===== config.mk =====
export PLATFORM = sky130hd
export DESIGN_NAME = reg_txn_exec
export DESIGN_NICKNAME = d
export VERILOG_FILES = /design/src/rtl/reg_txn_pkg.sv /design/src/rtl/reg_txn_ram.sv /design/src/rtl/reg_txn_hdr.sv /design/src/rtl/reg_txn_seq.sv /design/src/rtl/reg_txn_exec.sv
export SDC_FILE = /design/constraint.sdc
export NUM_CORES = 2
export LEC_CHECK = 0
export ABC_AREA = 0
export CORE_MARGIN = 2
export CORE_UTILIZATION = 41
export DETAILED_ROUTE_END_ITERATION = 8
export MAX_ROUTING_LAYER = met4
export PLACE_DENSITY = 0.63
export SYNTH_ARGS = -nofsm -noshare
export SYNTH_HDL_FRONTEND = slang
export SYNTH_SLANG_ARGS = --single-unit

===== constraint.sdc =====
create_clock -name clk_i -period 11.37 [get_ports clk_i]
set_clock_uncertainty 0.2 [all_clocks]
set_input_delay 2.274 -clock clk_i [delete_from_list [all_inputs] [get_ports clk_i]]
set_output_delay 2.274 -clock clk_i [all_outputs]
set_load 0.05 [all_outputs]

===== src/rtl/reg_txn_pkg.sv =====
package reg_txn_pkg;
  localparam int unsigned WORD_W = 32;
  localparam int unsigned ID_W   = 12;
  localparam int unsigned CNT_W  = 8;
  localparam int unsigned TYPE_W = 4;

  localparam logic [3:0] PROTO_VER = 4'h2;
  localparam logic [3:0] INFO_REQ  = 4'hF;
  localparam logic [3:0] INFO_OK   = 4'h0;
  localparam logic [3:0] INFO_BAD  = 4'h1;

  localparam logic [TYPE_W-1:0] T_RD_INC   = 4'd0;
  localparam logic [TYPE_W-1:0] T_WR_INC   = 4'd1;
  localparam logic [TYPE_W-1:0] T_RD_FIX   = 4'd2;
  localparam logic [TYPE_W-1:0] T_WR_FIX   = 4'd3;
  localparam logic [TYPE_W-1:0] T_RMW_BITS = 4'd4;
  localparam logic [TYPE_W-1:0] T_RMW_SUM  = 4'd5;

  typedef enum logic [2:0] {
    ST_IDLE, ST_RD_HDR, ST_RD_DATA, ST_WR_DATA, ST_OPND, ST_RMW_RD, ST_RMW_WR, ST_ERR
  } st_e;

  function automatic logic [WORD_W-1:0] mk_hdr(input logic [ID_W-1:0] id,
                                               input logic [CNT_W-1:0] cnt,
                                               input logic [TYPE_W-1:0] typ,
                                               input logic [3:0] info);
    return {PROTO_VER, id, cnt, typ, info};
  endfunction
endpackage


===== src/rtl/reg_txn_ram.sv =====
module reg_txn_ram #(
  parameter int unsigned AW = 6,
  parameter int unsigned DW = 32
) (
  input  logic          clk_i,
  input  logic          we_i,
  input  logic [AW-1:0] addr_i,
  input  logic [DW-1:0] wdata_i,
  output logic [DW-1:0] rdata_o
);
  localparam int unsigned DEPTH = 2 ** AW;

  logic [DW-1:0] mem_q [DEPTH];

  // read-first single port
  always_ff @(posedge clk_i) begin
    if (we_i) mem_q[addr_i] <= wdata_i;
    rdata_o <= mem_q[addr_i];
  end
endmodule


===== src/rtl/reg_txn_hdr.sv =====
module reg_txn_hdr
  import reg_txn_pkg::*;
(
  input  logic [TYPE_W-1:0] typ_i,
  input  logic [CNT_W-1:0]  cnt_i,
  input  logic [ID_W-1:0]   id_i,
  output logic [WORD_W-1:0] rx_hdr_o,
  output logic [WORD_W-1:0] tx_hdr_o
);
  logic             known;
  logic             rmw;
  logic [CNT_W-1:0] tx_cnt;

  always_comb begin
    known  = (typ_i <= T_RMW_SUM);
    rmw    = (typ_i == T_RMW_BITS) || (typ_i == T_RMW_SUM);
    tx_cnt = !known ? '0 : rmw ? CNT_W'(1) : cnt_i;
    rx_hdr_o = mk_hdr(id_i, cnt_i, typ_i, INFO_REQ);
    tx_hdr_o = mk_hdr(id_i, tx_cnt, typ_i, known ? INFO_OK : INFO_BAD);
  end
endmodule


===== src/rtl/reg_txn_seq.sv =====
module reg_txn_seq
  import reg_txn_pkg::*;
#(
  parameter int unsigned MEM_AW = 6
) (
  input  logic              clk_i,
  input  logic              rst_ni,
  input  logic              cmd_valid_i,
  output logic              cmd_ready_o,
  input  logic [TYPE_W-1:0] cmd_type_i,
  input  logic [CNT_W-1:0]  cmd_count_i,
  input  logic [ID_W-1:0]   cmd_id_i,
  input  logic [MEM_AW-1:0] cmd_addr_i,
  input  logic              wr_valid_i,
  output logic              wr_ready_o,
  input  logic [WORD_W-1:0] wr_data_i,
  output logic              rsp_valid_o,
  output logic [WORD_W-1:0] rsp_data_o,
  output logic              rsp_last_o,
  output logic              hist_valid_o,
  output logic [TYPE_W-1:0] typ_o,
  output logic [CNT_W-1:0]  cnt_o,
  output logic [ID_W-1:0]   id_o,
  input  logic [WORD_W-1:0] tx_hdr_i,
  output logic              ram_we_o,
  output logic [MEM_AW-1:0] ram_addr_o,
  output logic [WORD_W-1:0] ram_wdata_o,
  input  logic [WORD_W-1:0] ram_rdata_i
);
  st_e               state_q;
  logic [TYPE_W-1:0] typ_q;
  logic [CNT_W-1:0]  cnt_q, left_q;
  logic [ID_W-1:0]   id_q;
  logic [MEM_AW-1:0] addr_q, step;
  logic [WORD_W-1:0] opa_q, opb_q;
  logic              op_idx_q;

  assign typ_o = typ_q;
  assign cnt_o = cnt_q;
  assign id_o  = id_q;
  assign step  = MEM_AW'((typ_q == T_RD_INC) || (typ_q == T_WR_INC));

  always_comb begin
    cmd_ready_o  = 1'b0;
    wr_ready_o   = 1'b0;
    rsp_valid_o  = 1'b0;
    rsp_data_o   = tx_hdr_i;
    rsp_last_o   = 1'b0;
    hist_valid_o = 1'b0;
    ram_we_o     = 1'b0;
    ram_addr_o   = addr_q;
    ram_wdata_o  = wr_data_i;
    unique case (state_q)
      ST_IDLE: cmd_ready_o = 1'b1;
      ST_RD_HDR: begin
        rsp_valid_o  = 1'b1;
        hist_valid_o = 1'b1;
        rsp_last_o   = (cnt_q == '0);
      end
      ST_RD_DATA: begin
        rsp_valid_o = 1'b1;
        rsp_data_o  = ram_rdata_i;
        rsp_last_o  = (left_q == CNT_W'(1));
      end
      ST_WR_DATA: begin
        if (left_q == '0) begin
          rsp_valid_o  = 1'b1;
          hist_valid_o = 1'b1;
          rsp_last_o   = 1'b1;
        end else begin
          wr_ready_o = 1'b1;
          ram_we_o   = wr_valid_i;
        end
      end
      ST_OPND: wr_ready_o = 1'b1;
      ST_RMW_RD: begin
        rsp_valid_o  = 1'b1;
        hist_valid_o = 1'b1;
      end
      ST_RMW_WR: begin
        rsp_valid_o = 1'b1;
        rsp_data_o  = ram_rdata_i;
        rsp_last_o  = 1'b1;
        ram_we_o    = 1'b1;
        ram_wdata_o = (typ_q == T_RMW_SUM) ? ram_rdata_i + opa_q
                                           : (ram_rdata_i & opa_q) | opb_q;
      end
      default: begin
        rsp_valid_o  = 1'b1;
        hist_valid_o = 1'b1;
        rsp_last_o   = 1'b1;
      end
    endcase
  end

  always_ff @(posedge clk_i or negedge rst_ni) begin
    if (!rst_ni) begin
      state_q  <= ST_IDLE;
      typ_q    <= '0;
      cnt_q    <= '0;
      left_q   <= '0;
      id_q     <= '0;
      addr_q   <= '0;
      opa_q    <= '0;
      opb_q    <= '0;
      op_idx_q <= 1'b0;
    end else begin
      unique case (state_q)
        ST_IDLE: if (cmd_valid_i) begin
          typ_q    <= cmd_type_i;
          cnt_q    <= cmd_count_i;
          left_q   <= cmd_count_i;
          id_q     <= cmd_id_i;
          addr_q   <= cmd_addr_i;
          op_idx_q <= 1'b0;
          if (cmd_type_i == T_RD_INC || cmd_type_i == T_RD_FIX)      state_q <= ST_RD_HDR;
          else if (cmd_type_i == T_WR_INC || cmd_type_i == T_WR_FIX) state_q <= ST_WR_DATA;
          else if (cmd_type_i <= T_RMW_SUM)                          state_q <= ST_OPND;
          else                                                       state_q <= ST_ERR;
        end
        ST_RD_HDR: begin
          addr_q  <= addr_q + step;
          state_q <= (cnt_q == '0) ? ST_IDLE : ST_RD_DATA;
        end
        ST_RD_DATA: begin
          if (left_q == CNT_W'(1)) state_q <= ST_IDLE;
          else begin
            left_q <= left_q - CNT_W'(1);
            addr_q <= addr_q + step;
          end
        end
        ST_WR_DATA: begin
          if (left_q == '0) state_q <= ST_IDLE;
          else if (wr_valid_i) begin
            left_q <= left_q - CNT_W'(1);
            addr_q <= addr_q + step;
          end
        end
        ST_OPND: if (wr_valid_i) begin
          if (op_idx_q) opb_q <= wr_data_i;
          else          opa_q <= wr_data_i;
          op_idx_q <= 1'b1;
          if (typ_q == T_RMW_SUM || op_idx_q) state_q <= ST_RMW_RD;
        end
        ST_RMW_RD: state_q <= ST_RMW_WR;
        default:   state_q <= ST_IDLE;
      endcase
    end
  end

  a_r11_no_intake_while_reply: assert property (@(posedge clk_i) disable iff (!rst_ni)
    rsp_valid_o |-> (!cmd_ready_o && !wr_ready_o));
  a_r12_single_history: assert property (@(posedge clk_i) disable iff (!rst_ni)
    hist_valid_o |=> !hist_valid_o);
  a_r2_last_then_idle: assert property (@(posedge clk_i) disable iff (!rst_ni)
    rsp_last_o |=> cmd_ready_o);
  a_r6_rmw_read_then_write: assert property (@(posedge clk_i) disable iff (!rst_ni)
    (state_q == ST_RMW_RD) |=> (rsp_valid_o && rsp_last_o && ram_we_o && !wr_ready_o));
endmodule


===== src/rtl/reg_txn_exec.sv =====
module reg_txn_exec
  import reg_txn_pkg::*;
#(
  parameter int unsigned MEM_AW = 6,
  parameter int unsigned ADDR_W = 32
) (
  input  logic              clk_i,
  input  logic              rst_ni,
  input  logic              cmd_valid_i,
  output logic              cmd_ready_o,
  input  logic [TYPE_W-1:0] cmd_type_i,
  input  logic [CNT_W-1:0]  cmd_count_i,
  input  logic [ID_W-1:0]   cmd_id_i,
  input  logic [ADDR_W-1:0] cmd_addr_i,
  input  logic              wr_valid_i,
  output logic              wr_ready_o,
  input  logic [WORD_W-1:0] wr_data_i,
  output logic              rsp_valid_o,
  output logic [WORD_W-1:0] rsp_data_o,
  output logic              rsp_last_o,
  output logic              hist_valid_o,
  output logic [WORD_W-1:0] hist_rx_o,
  output logic [WORD_W-1:0] hist_tx_o
);
  logic [TYPE_W-1:0] typ;
  logic [CNT_W-1:0]  cnt;
  logic [ID_W-1:0]   id;
  logic              ram_we;
  logic [MEM_AW-1:0] ram_addr;
  logic [WORD_W-1:0] ram_wdata, ram_rdata;
  logic              unused_addr_hi;

  assign unused_addr_hi = ^cmd_addr_i[ADDR_W-1:MEM_AW];

  reg_txn_seq #(.MEM_AW(MEM_AW)) u_seq (
    .clk_i, .rst_ni,
    .cmd_valid_i, .cmd_ready_o, .cmd_type_i, .cmd_count_i, .cmd_id_i,
    .cmd_addr_i  (cmd_addr_i[MEM_AW-1:0]),
    .wr_valid_i, .wr_ready_o, .wr_data_i,
    .rsp_valid_o, .rsp_data_o, .rsp_last_o, .hist_valid_o,
    .typ_o       (typ),
    .cnt_o       (cnt),
    .id_o        (id),
    .tx_hdr_i    (hist_tx_o),
    .ram_we_o    (ram_we),
    .ram_addr_o  (ram_addr),
    .ram_wdata_o (ram_wdata),
    .ram_rdata_i (ram_rdata)
  );

  reg_txn_hdr u_hdr (
    .typ_i    (typ),
    .cnt_i    (cnt),
    .id_i     (id),
    .rx_hdr_o (hist_rx_o),
    .tx_hdr_o (hist_tx_o)
  );

  reg_txn_ram #(.AW(MEM_AW), .DW(WORD_W)) u_ram (
    .clk_i,
    .we_i    (ram_we),
    .addr_i  (ram_addr),
    .wdata_i (ram_wdata),
    .rdata_o (ram_rdata)
  );

  a_r8_rmw_one_word: assert property (@(posedge clk_i) disable iff (!rst_ni)
    (hist_valid_o && (hist_rx_o[7:4] == T_RMW_BITS || hist_rx_o[7:4] == T_RMW_SUM))
      |-> (hist_tx_o[15:8] == 8'd1 && !rsp_last_o));
  a_r9_unknown_alone: assert property (@(posedge clk_i) disable iff (!rst_ni)
    (hist_valid_o && hist_tx_o[3:0] == INFO_BAD) |-> (rsp_last_o && hist_tx_o[15:8] == 8'd0));
  a_r13_empty_read_last: assert property (@(posedge clk_i) disable iff (!rst_ni)
    (hist_valid_o && (hist_rx_o[7:4] == T_RD_INC || hist_rx_o[7:4] == T_RD_FIX)
      && hist_rx_o[15:8] == 8'd0) |-> rsp_last_o);
endmodule


======== Yosys cells after proc, flatten, opt, wreduce, memory -nomap -nowiden ========
Memory sizes are Yosys's and may differ from the RTL's. A register that Yosys moved wholly into a read port is not among the register bits.
Index checks and enable logic that the tools add are counted.
operators by class
  multiplexer cells ....................... 40
  order comparisons ....................... 2
  $add $sub $neg .......................... 3
  reduce and logical (&&, ||, !) cells .... 24
  bitwise operators ....................... 3
  equal/unequal tests ..................... 21
operators with widths
  operator             number
  $mux 32              3
  $mux 8               6
  $add 32x32->32       1
  $and 32x32->32       1
  $or 32x32->32        1
  $mux 6               4
  $pmux 6 s4           1
  $pmux 8 s3           1
  $mux 3               7
  $pmux 3 s6           1
  $logic_not 8->1      2
  $reduce_and 5->1     3
  $ne 2x2->1 const B   5
  $pmux 1 s2           5
  $eq 3x3->1 const B   3
  $mux 1               9
  $reduce_and 3->1     3
  $eq 4x1->1 const B   2
  $eq 4x2->1 const B   2
  $eq 4x3->1 const B   2
  $eq 8x1->1 const B   1
  $le 4x3->1 const B   2
  $logic_not 4->1      2
  $sub 8x1->8 const B  1
  other kinds (16)     25
word-level totals
  memories kept ........................... 1
  output and inout bits ................... 101
  input port bits ......................... 92
  register bits ........................... 106
  word-level logic and storage cells ...... 103
  memory bits (writable) .................. 2048
memory list
  memory       depth  width  rd ports  clocked after Yosys merged registers in  write ports  RTL line           RTL
  u_ram.mem_q  64     32     1         1                                        1            reg_txn_ram.sv:13  logic [DW-1:0] mem_q [DEPTH];

======== Logic depth before layout (Yosys ltp) ========
  depth after elaboration ................. 6
  mapped depth ............................ 13
  mapped depth without buffers ............ 11

======== Modules after synthesis ========
A second synthesis with hierarchy kept.
second synthesis, totals
  cells, all modules ...................... 5070
  area total of the unflattened synthesis .. 86653.1 µm²
modules (own cells, without submodules)
  module       seq. area each (µm²)  times used  area an instance (µm²)  cells an instance
  reg_txn_ram  62139.6               1           78928.2                 4239
  reg_txn_seq  2652.5                1           7228.2                  762
  reg_txn_hdr  0.0                   1           496.7                   69

======== Worst setup path before layout ========
No wires, ideal clock.
  path type ............................... flip-flop to flip-flop
  from .................................... reg u_seq.typ_q[2], in the netlist u_seq.typ_o[2]
  to ...................................... mem u_ram.mem_q[0][3] (data pin)
  path buffers ............................ 1
  path slack .............................. 6088 ps
  clock period less this slack ............ 5282 ps
  cell stages (with the launch flop) ...... 5
  library setup time ...................... 719 ps
  required time ........................... 10451 ps
  arrival ................................. 4363 ps
  cell sequence ........................... dfrtp_1 -> nor4bb_1 -> clkbuf_1 -> nor3_1 -> o31ai_1
between the ends
  cells in the longest elaborated chain, start to end .. 3
ends and longest elaborated chain
  element                 RTL line            RTL
  from (decl)             reg_txn_seq.sv:31   logic [TYPE_W-1:0] typ_q;
  from (signal assigned)  reg_txn_seq.sv:110  typ_q <= cmd_type_i;
  $eq 4x3->1              reg_txn_seq.sv:85   ram_wdata_o = (typ_q == T_RMW_SUM) ? ram_rdata_i + opa_q
  $mux 32                 reg_txn_seq.sv:85
  $mux 32                 reg_txn_seq.sv:53   unique case (state_q)
  via ram_wdata[3]        reg_txn_exec.sv:30  logic [WORD_W-1:0] ram_wdata, ram_rdata;
  to (decl)               reg_txn_ram.sv:13
The timed path passes the listed nets, and every way through them passes these cells.

======== Final worst setup path ========
  from .................................... reg u_seq.state_q[2]
  to ...................................... out wr_ready_o
between the ends
  cells in the longest elaborated chain, start to end .. 2
  elaborated cells between the ends (all ways) .. 3
  those cells by class .................... 2 x eq/ne; 1 x mux
ends and longest elaborated chain
  element                                          RTL line            RTL
  from (decl)                                      reg_txn_seq.sv:30   st_e state_q;
  from (signal assigned)                           reg_txn_seq.sv:123  state_q <= (cnt_q == '0) ? ST_IDLE : ST_RD_DATA;
  $eq 3x3->1 / $eq 3x2->1 (equally long branches)  reg_txn_seq.sv:53
  $pmux 1 s2 (*)                                   reg_txn_seq.sv:53
  to (decl)                                        reg_txn_exec.sv:16  output logic wr_ready_o,
Every way passes the cells marked *; elsewhere a longest branch is shown, timed or not.

==> results.md <==
- Global-route wire length before repair: 385600 um
- Leakage power: 0.03185 uW
- Switch share: 40.42%
- HPWL Detailed: 160200 um
- CP Data Required Time: 8.90 ns
- Top FF cell, synth: edfxtp_1
- Post-layout nets: 5393
- Clock network latency to the later pin of the worst-skew pair: 0.89 ns
- Layout Area Growth over Synthesis: 15.00%
- Post-DP Area: 0.09170 mm^2
- Minimum clock period: 6.048 ns
- CTS root buffer: clkbuf_16
- Final Wtd Congestion: 0.9622
- Final Cycle Share: 53.19%
- CTS resizes: 0
- Pint: 16560 uW
- Max Root-Sink Buffers: 3
- Total Power: 27800 uW
- CP bufs+invs: 1
- Post-synthesis sequential area ratio: 75.68%
- FP Rows: 167
- Final ANT Viol Nets: 0
- Post-CTS Hold Buffers: 0
- Routed vias/inst: 6.280
- Worst Max-Slew Pin Slew: 1.356 ns
- Fmax achieved: 0.1653 GHz
- Largest net degree at the start of global routing: 110
- Setup repair after global routing missed its margin: false
- Max Cap Viol: 0
- Syn_area_per_cell: 17.02 um^2
- Cell taking the most area after synthesis: edfxtp_1
- Total grt overflow: 0
- I/O Pins: 193
- Clock share of power: 24.6%
- Num CTS Buffers: 211
- Switch Pwr: 11230 uW
- H-tree levels: 4
- Count of different cell masters after synthesis: 76
- Vias in the first global route: 48630
- Crit-path leading delay family: simple AND/OR/NAND/NOR gates
- Sequential power share: 36.6%
- Port bufs: 151
- Slew headroom: 8.638%
- Number of synthesized flops with an enable pin: 2048
- Slew Viols, Final: 0
- First-pass DRT Iterations: 8
- Max IR drop VDD: 0.2002 mV
- Share of layout cells above drive strength 1: 17.82%
- Die height: 460.9 um
- Mapped Cells: 5030
- Die W: 460.9 um
- Gr usage total: 26.73%
- Post-CTS Setup Bufs: 0
- CP Launch Type: register
- Post-synth top area share: 71.84%
- Routed wire length per instance: 34.06 um
- Outcome: complete, but fails checks
- Slowest cell on crit path: clkdlybuf4s50_1
- Worst-path cell chain: nor2b_1 > and3_1 > a21o_1 > clkdlybuf4s50_1
- Fin Setup TNS: 0 ns
- Finished Layout Cells: 8236
- Via count: 51730
- Die Area: 0.2125 mm^2
- Yosys Warn Count: 0
- Post-layout util: 47.50%
- Drt drc: 2
- Ys async rst share: 4.849%
- Starting Density: 41.30%
- Fin. Hold Viols: 0
- Combinational power share: 38.7%
- TritonCTS Sinks: 2186
- Placed Cells: 7838
- CP Class: reg2out
- CP Max Fanout: 19
- Synth top cells by count: edfxtp_1, a221oi_1, nor2_1
- Most frequent cell after synthesis: edfxtp_1
- #FFs+latches synth: 2186
- Failing checks: design-rule violations
- Synth top area cells: edfxtp_1, a221oi_1, dfrtp_1
- Syn Std Cell Area: 0.08561 mm^2
- Critical Path AT: 3.57 ns
- Initial antenna violation count: 28
- TritonCTS clock tree: yes
- Min-Delay Path Class: reg2reg
- Crit end category: output pin
- Clk pin slew, worst setup/hold paths: 0.06 ns
- PD cells: 282.3 mW/mm^2
- Slowest stage delay, CP: 0.80 ns
- DR iter-0 viols: 8175
- Final setup fails: 0
- Routed wire length: 280500 um
- Core box area: 0.2073 mm^2
- Finished Cell Area: 0.09845 mm^2
## state kept, by name, indices dropped and copies added, names as in the netlist
register,flops
u_seq.ram_addr_o,6
u_seq.typ_o,4
u_seq.state_q,3
u_seq.opa_q,32
u_seq.left_q,8
u_ram.rdata_o,32
u_seq.opb_q,32
u_seq.op_idx_q,1
u_ram.mem_q,2048
u_seq.id_o,12
u_seq.cnt_o,8
## metrics by stage
stage	hold WS, ns	worst slack (ns)
after global routing	0.3162	5.169
final	0.3023	5.322
after CTS	0.3014	5.304
after floorplan	0.2635	6.088
after global placement	0.2833	4.918
after detailed placement	0.2885	5.395
## final timing paths
kind | from | depth (start not counted) | slack [ns] | endpoint
max in group asynchronous | rst_ni | 2 | 8.24 | u_seq.ram_addr_o[0]
hold reg to reg | u_seq.opb_q[12] | 1 | 0.30 | u_seq.opb_q[12]
setup reg to reg | u_seq.ram_addr_o[2] | 12 | 5.56 | u_ram.rdata_o[11]
hold / removal | u_seq.opb_q[12] | 1 | 0.30 | u_seq.opb_q[12]
setup / recovery | u_seq.state_q[2] | 4 | 5.32 | wr_ready_o
min in group asynchronous | rst_ni | 1 | 1.21 | u_seq.opa_q[27]
## power by group through the flow
| stage | clock [uW] | sequential [uW] | combinational, uW |
|---|---|---|---|
| 2_1_floorplan | 0 | 10300 | 5720 |
| 3_3_place_gp | 0 | 10300 | 10300 |
| 3_5_place_dp | 0 | 10300 | 10400 |
| 4_1_cts | 6900 | 10200 | 10500 |
| 5_1_grt | 7220 | 10200 | 11000 |
| 6_report | 6850 | 10200 | 10800 |
## placed cells by master (no fill, tap or decap), types with 32 or more instances in the layout
cell type and count:
mux4_2 107, clkbuf_16 211, o22ai_1 97, ha_1 37, nor2_4 82, nand2_1 211, dfxtp_1 32, a22oi_1 148
nor2_1 234, buf_4 202, clkinv_1 53, edfxtp_1 2048, mux2_2 223, a221oi_1 320, a22o_1 63, o21ai_0 130
mux2i_1 201, a21oi_1 257, clkdlybuf4s50_1 150, clkbuf_1 52, dfrtp_1 103
## cells by family (layout without fill, tap and decap cells)
| family | count (synthesis) | after routing | synth area share (%) |
|---|---|---|---|
| other | 2 | 31 | 0.008773 |
| buffers and inverters | 368 | 757 | 2.083 |
| multiplexers | 532 | 532 | 8.112 |
| XOR/XNOR | 28 | 28 | 0.2865 |
| AO/OA/AOI/OAI | 1193 | 1193 | 9.823 |
| AND/OR/NAND/NOR | 683 | 683 | 3.439 |
| adder cells (fa/ha/maj) | 38 | 38 | 0.5642 |
| flip-flops | 2186 | 2186 | 75.68 |
## worst reg2reg max path, stage by stage, from the launching register on
cell	delay (ns)
dfrtp_4	0.81
buf_4	0.58
buf_4	0.69
nor2_4	0.21
buf_4	0.40
buf_4	0.44
a221oi_1	0.33
nor2_1	0.11
o21ai_0	0.34
buf_4	0.28
nand3_1	0.30
a211oi_1	0.77
o21ai_0	0.20
## routing by layer
metal	wire [um]	track usage, %
met5	0	-
met4	17200	14.47
met3	34460	7.236
met2	125100	38.42
met1	103800	34.52
## area by class of cell
type | instances | area, um^2
Clock buffer | 267 | 5530
Antenna cell | 16 | 40.04
Inverter | 15 | 65.06
Clock inverter | 115 | 1182
Tap cell | 2788 | 3488
Fill cell | 17500 | 108800
Sequential cell | 2186 | 64800
Timing Repair Buffer | 360 | 3178
Multi-Input combinational cell | 2489 | 20160
Note: power is estimated with default switching activity, not from simulation.
